**config.mk**
```make
export PLATFORM = sky130hd
export DESIGN_NAME = sat_dec_counter
export DESIGN_NICKNAME = d
export VERILOG_FILES = /design/src/rtl/sdc_pkg.sv /design/src/rtl/sdc_digit.sv /design/src/rtl/sdc_seg7.sv /design/src/rtl/sat_dec_counter.sv
export SDC_FILE = /design/constraint.sdc
export NUM_CORES = 1
export LEC_CHECK = 0
export ABC_AREA = 1
export BUFFER_PORTS_ARGS = -buffer_cell sky130_fd_sc_hd__clkbuf_2
export CELL_PAD_IN_SITES_DETAIL_PLACEMENT = 1
export CELL_PAD_IN_SITES_GLOBAL_PLACEMENT = 1
export CORE_MARGIN = 3
export CORE_UTILIZATION = 32
export DETAILED_ROUTE_END_ITERATION = 10
export HOLD_SLACK_MARGIN = 0.1
export PLACE_DENSITY_LB_ADDON = 0.1
export SYNTH_ARGS = -nofsm -noshare
export SYNTH_HDL_FRONTEND = slang
export SYNTH_HIERARCHICAL = 1
export SYNTH_SLANG_ARGS = --single-unit
```
**constraint.sdc**
```tcl
create_clock -name clk -period 2.07 [get_ports clk]
set_clock_uncertainty 0.05 [all_clocks]
set_input_delay 0.207 -clock clk [delete_from_list [all_inputs] [get_ports clk]]
set_output_delay 0.207 -clock clk [all_outputs]
set_load 0.02 [all_outputs]
```
**src/rtl/sdc_pkg.sv**
```systemverilog
package sdc_pkg;
  localparam int BCD_W = 4;
  localparam int SEG_W = 7;

  typedef logic [BCD_W-1:0] bcd_t;
  typedef logic [SEG_W-1:0] seg_t;

  // Active-low glyphs, bit order g f e d c b a; non-decimal codes are blank.
  function automatic seg_t bcd_to_seg_n(bcd_t d);
    seg_t lit;
    case (d)
      4'd0:    lit = 7'b0111111;
      4'd1:    lit = 7'b0000110;
      4'd2:    lit = 7'b1011011;
      4'd3:    lit = 7'b1001111;
      4'd4:    lit = 7'b1100110;
      4'd5:    lit = 7'b1101101;
      4'd6:    lit = 7'b1111101;
      4'd7:    lit = 7'b0000111;
      4'd8:    lit = 7'b1111111;
      4'd9:    lit = 7'b1101111;
      default: lit = 7'b0000000;
    endcase
    return ~lit;
  endfunction
endpackage

```
**src/rtl/sdc_digit.sv**
```systemverilog
module sdc_digit #(
  parameter int W    = 4,
  parameter int LAST = 9
) (
  input  logic         clk,
  input  logic         rst,
  input  logic         step,
  output logic [W-1:0] q,
  output logic         wrap
);
  localparam logic [W-1:0] LAST_V = W'(LAST);

  logic at_last;
  assign at_last = (q == LAST_V);
  assign wrap    = step && at_last;

  always_ff @(posedge clk) begin
    if (rst)       q <= '0;
    else if (wrap) q <= '0;
    else if (step) q <= q + 1'b1;
  end


  dig_inc_chk: assert property (@(posedge clk) disable iff (rst)
    (step && !at_last) |=> (q == W'($past(q) + 1'b1)));


  dig_wrap_chk: assert property (@(posedge clk) disable iff (rst)
    (step && at_last) |=> (q == '0));


  dig_idle_chk: assert property (@(posedge clk) disable iff (rst)
    !step |=> $stable(q));
endmodule

```
**src/rtl/sdc_seg7.sv**
```systemverilog
module sdc_seg7
  import sdc_pkg::*;
(
  input  bcd_t bcd,
  output seg_t seg_n
);
  assign seg_n = bcd_to_seg_n(bcd);

  // every decimal glyph lights at least two segments
  always_comb begin
    if (bcd <= 4'd9) begin
      seg_lit_chk: assert ($countones(~seg_n) >= 2);
    end
  end
endmodule

```
**src/rtl/sat_dec_counter.sv**
```systemverilog
module sat_dec_counter
  import sdc_pkg::*;
#(
  parameter int ONES_LAST = 9,
  parameter int TENS_STOP = 8
) (
  input  logic             clk,
  input  logic             rst,
  input  logic             en,
  output logic [BCD_W-1:0] ones_bcd,
  output logic [BCD_W-1:0] tens_bcd,
  output logic [SEG_W-1:0] ones_seg_n,
  output logic [SEG_W-1:0] tens_seg_n,
  output logic             saturated
);
  localparam int         N_DIG  = 2;
  localparam logic [BCD_W-1:0] STOP_V = BCD_W'(TENS_STOP);

  logic ones_step, ones_wrap, tens_wrap, hold;
  bcd_t digit [N_DIG];
  seg_t seg   [N_DIG];

  assign hold      = (tens_bcd == STOP_V);
  assign ones_step = en && !hold;

  sdc_digit #(.W(BCD_W), .LAST(ONES_LAST)) i_ones (
    .clk(clk), .rst(rst), .step(ones_step), .q(ones_bcd), .wrap(ones_wrap)
  );

  sdc_digit #(.W(BCD_W), .LAST(9)) i_tens (
    .clk(clk), .rst(rst), .step(ones_wrap), .q(tens_bcd), .wrap(tens_wrap)
  );

  assign digit[0] = ones_bcd;
  assign digit[1] = tens_bcd;

  for (genvar g = 0; g < N_DIG; g++) begin : g_dec
    sdc_seg7 i_seg (.bcd(digit[g]), .seg_n(seg[g]));
  end

  assign ones_seg_n = seg[0];
  assign tens_seg_n = seg[1];
  assign saturated  = hold;


  clear_chk: assert property (@(posedge clk)
    rst |=> (ones_bcd == '0 && tens_bcd == '0));


  carry_chk: assert property (@(posedge clk) disable iff (rst)
    ones_wrap |=> (ones_bcd == '0 && tens_bcd == BCD_W'($past(tens_bcd) + 1'b1)));


  tens_still_chk: assert property (@(posedge clk) disable iff (rst)
    !ones_wrap |=> $stable(tens_bcd));


  sat_hold_chk: assert property (@(posedge clk) disable iff (rst)
    saturated |=> ($stable(ones_bcd) && $stable(tens_bcd)));


  sat_zero_chk: assert property (@(posedge clk) disable iff (rst)
    saturated |-> (ones_bcd == '0));

  // the tens digit never reaches its own wrap point
  no_tens_wrap_chk: assert property (@(posedge clk) disable iff (rst)
    !tens_wrap);
endmodule

```
Word-level counts from Yosys, hierarchy flattened

Memory sizes are Yosys's and may differ from the RTL's. A register that Yosys moved wholly into a read port is not among the register bits.
Cells that the tools add are included.
Widths: inputs -> output; s select.

Register bits: 8
Bits in read-only memories: 224
Input bits: 3
Output and inout bits: 23
Memories: 2

Add/sub/neg operators: 2
Equality and inequality tests: 3
Muxes and demuxes: 4
Bitwise gates (word level): 2
Reduce and logical (&&, ||, !) cells: 6

Memories:

| name             | depth | width | rd ports | clocked after Yosys merged registers in | write ports | RTL line      | source |
|---|---|---|---|---|---|---|---|
| (name not given) | 16    | 7     | 1        | 1                                       | 0           | sdc_pkg.sv:11 | `case (d)` |
| (name not given) | 16    | 7     | 1        | 1                                       | 0           | sdc_pkg.sv:11 |  |

Operator list:

| kind                | count |
|---|---|
| $mux 4              | 4 |
| $not 7->7           | 2 |
| $eq 4x4->1 const B  | 3 |
| $add 4x1->4 const B | 2 |
| $reduce_or 2->1     | 2 |
| $logic_and 1x1->1   | 3 |
| $logic_not 1->1     | 1 |

Logic depth before layout (Yosys ltp)

Depth in word-level cells: 7
Gate-level depth with buffers: 10

Modules after synthesis

Netlist, hierarchy kept.

Modules (own cells, without submodules):

| module          | times used | cells each | area an instance (um2) | seq. area each (um2) |
|---|---|---|---|---|
| sdc_digit       | 2          | 31         | 216.5                  | 80.1 |
| sdc_seg7        | 2          | 32         | 175.2                  | 0.0 |
| sat_dec_counter | 1          | 6          | 28.8                   | 0.0 |

Worst setup path after synthesis

OpenSTA, ideal clock, no wires.

Path type: reg-to-reg
From: register i_tens.q[0]
To: register i_tens.q[3]
Setup time: 0.115 ns
Arrival: 1.650 ns
Required time: 1.905 ns
Setup slack: 0.254 ns
Stages on the path, launching flop included: 10
Buffers on the path: 0
Clock period less this slack: 1.816 ns
Path through: dfxtp_1 nor2_1 a21oi_1 nand4_1 inv_1 nand2_2 nor2_1 nand2_1 nand2_1 nor2_1

Word-level cells in the longest chain between the ends: 6
Elaborated cells on any way between the ends: 8

RTL lines:

| what                             | RTL line              | source |
|---|---|---|
| start, declared                  | sdc_digit.sv:8        | `output logic [W-1:0] q,` |
| start signal, assigned           | sdc_digit.sv:20       | `else if (step) q <= q + 1'b1;` |
| $eq 4x4->1 (*)                   | sat_dec_counter.sv:23 | `assign hold = (tens_bcd == STOP_V);` |
| $logic_not 1->1 (*)              | sat_dec_counter.sv:24 | `assign ones_step = en && !hold;` |
| $logic_and 1x1->1 (*)            | sat_dec_counter.sv:24 |  |
| named net ones_step              | sat_dec_counter.sv:19 | `logic ones_step, ones_wrap, tens_wrap, hold;` |
| $logic_and 1x1->1 (*)            | sdc_digit.sv:15       | `assign wrap = step && at_last;` |
| named net ones_wrap              | sat_dec_counter.sv:19 |  |
| $logic_and 1x1->1                | sdc_digit.sv:15       |  |
| $reduce_or 2->1 (no source line) | --                    |  |

Mark *: on every way through the listed nets, which the timed path passes. The rest lies on a longest branch.
A chain may end at the register's enable or synchronous reset.

==> results.ini <==
[floorplanning]
die_x_um=56.3
io_pins=26
initial_core_util=0.352
die_h_um=56.3
dieArea_mm2=0.00316
num_rows=17
coreArea_mm2=0.00230

[placement]
gp_congestion=0.747
dpl.cell_count=188
port_buffers=25
dp.final_hpwl_um=1670

[critical_path]
worstPathCellList=inv_1 -> ha_1 -> nand2_1 -> nand3_1 -> nand2_1 -> clkbuf_2
crit_top_cell=nand2_1
cp.arrival_ns=1.63
cp-end-kind=output port
worst_setup_path_start_kind=flip-flop
critPathSlowestCell=dfxtp_1
required_ns=1.81
rr_startpoint=i_tens/q[1]
cp-startpoint=i_ones/q[1]
cp_top_family=flip-flops
slowest_delay_ns=0.54
critical_path_class=flip-flop to output port
cp_max_fo=10
worst-path-buf-inv=2

[global_routing]
grt_usage=0.140
grt_pass1_wl_um=3560
grt_overflow=0
antenna_found_initial=0
first_global_vias=812
grt_max_degree=11

[finish]
final_cell_count_no_fill=191
diodes=0
nets=182
final_util=0.444
drive_above_1_share=0.264
nFillCells=331
syn_to_final_growth_pct=26.3

[clock_network]
cts_setup_buffers=0
root_buffer=clkbuf_4
cts_resized=0
cts.clk_slew.worst_paths_ns=0.05
cts_sinks=8
htreeDepth=1
cts_tree=yes
clockBufferDepth=2
postCtsHoldBufs=0
worstSkewPairLatency_ns=0.26
numCtsBuffers=3

[sta]
finalCritPeriodShare=0.912
fmax_mhz=530
fin_crit_ns=1.89
tightest_slew_ns=0.375
tns_ns=0
max-slew-margin-rel=0.750
rsz0062_at_grt=false
setup_violations=0
slew_viol_final=0
hold_viol_final=0

[detailed_routing]
wl_per_cell_um=10.4
ant_nets=0
wirelength_um=1990
dr.pass1.iters=3
drt_iter0_drc=7
drc=0
vias=844
viasPerCell=4.42

[status]
status=finished clean

[synth]
synth_nets=148
avgSynthCellArea_um2=6.17
netlist_instances=131
synth_area_um2=808
yosysWarnings=6

[power_and_ir_drop]
cellLeakagePower_nw=0.576
p_per_area_mw_per_mm2=386
peakVddDrop_v=0.000289
power.total_mw=0.394

[flow_run]
cap_violations=0

[worst_hold_path]
hp-start=rst
hp-class=input pin to flip-flop

[path summary, 6_finish.rpt]
check	end	depth (start not counted)	slack, ns
setup / recovery	ones_seg_n[3]	6	0.18
hold / removal	i_ones/q[1]	4	0.24
setup reg to reg	i_tens/q[3]	9	0.51
hold reg to reg	i_ones/q[3]	3	0.57
[through the flow]
step	cell area, µm²	setup slack, ns	hold WS [ns]
global route	1020	0.0197	0.278
global placement	998	0.499	0.499
floorplan	808	0.254	0.362
finish	1020	0.183	0.235
detailed placement	998	0.445	0.513
CTS	1020	0.154	0.234
[registers in the layout, summed over array words and instances, names as in the netlist]
register	cells
i_tens/q	4
i_ones/q	4
[worst min-delay path, delay by kind of cell]
kind / cells / cell delay, ns
AND/OR/NAND/NOR: 2 / 0.17
buffers and inverters: 2 / 0.12
[placed cells by master (no fill, tap or decap), drive strengths merged]
cell type,count
inv,33
a21oi,1
nor2,12
dfxtp,8
nand2,40
nand4,2
nand3,8
o21ai,8
and2,1
xnor2,2
clkbuf,28
xor2,2
buf,4
ha,14
[power by group]
group / switching (mW) / leakage [nW] / total (mW) / internal (mW)
Combinational: 0.0655 / 0.497 / 0.103 / 0.0373
Clock: 0.0544 / 0.0138 / 0.121 / 0.0664
Sequential: 0.0120 / 0.0648 / 0.170 / 0.158
[layer usage]
metal / vias up / GRT usage / wire (µm)
met5: - / 0 / 0
met1: 370 / 0.172 / 939
met2: 19 / 0.229 / 903
li1: 450 / - / -
met3: 5 / 0.0345 / 111
met4: 0 / 0.0610 / 35
[layout make-up]
type,instances,area (µm²),area share
well taps,28,35.0,0.0343
multi-input cells,90,524,0.513
clock buffers,3,22.5,0.0221
repair buffers,29,155,0.152
inverters,33,124,0.121
flip-flops and latches,8,160,0.157
No activity file was read; power rests on OpenSTA's default activity.
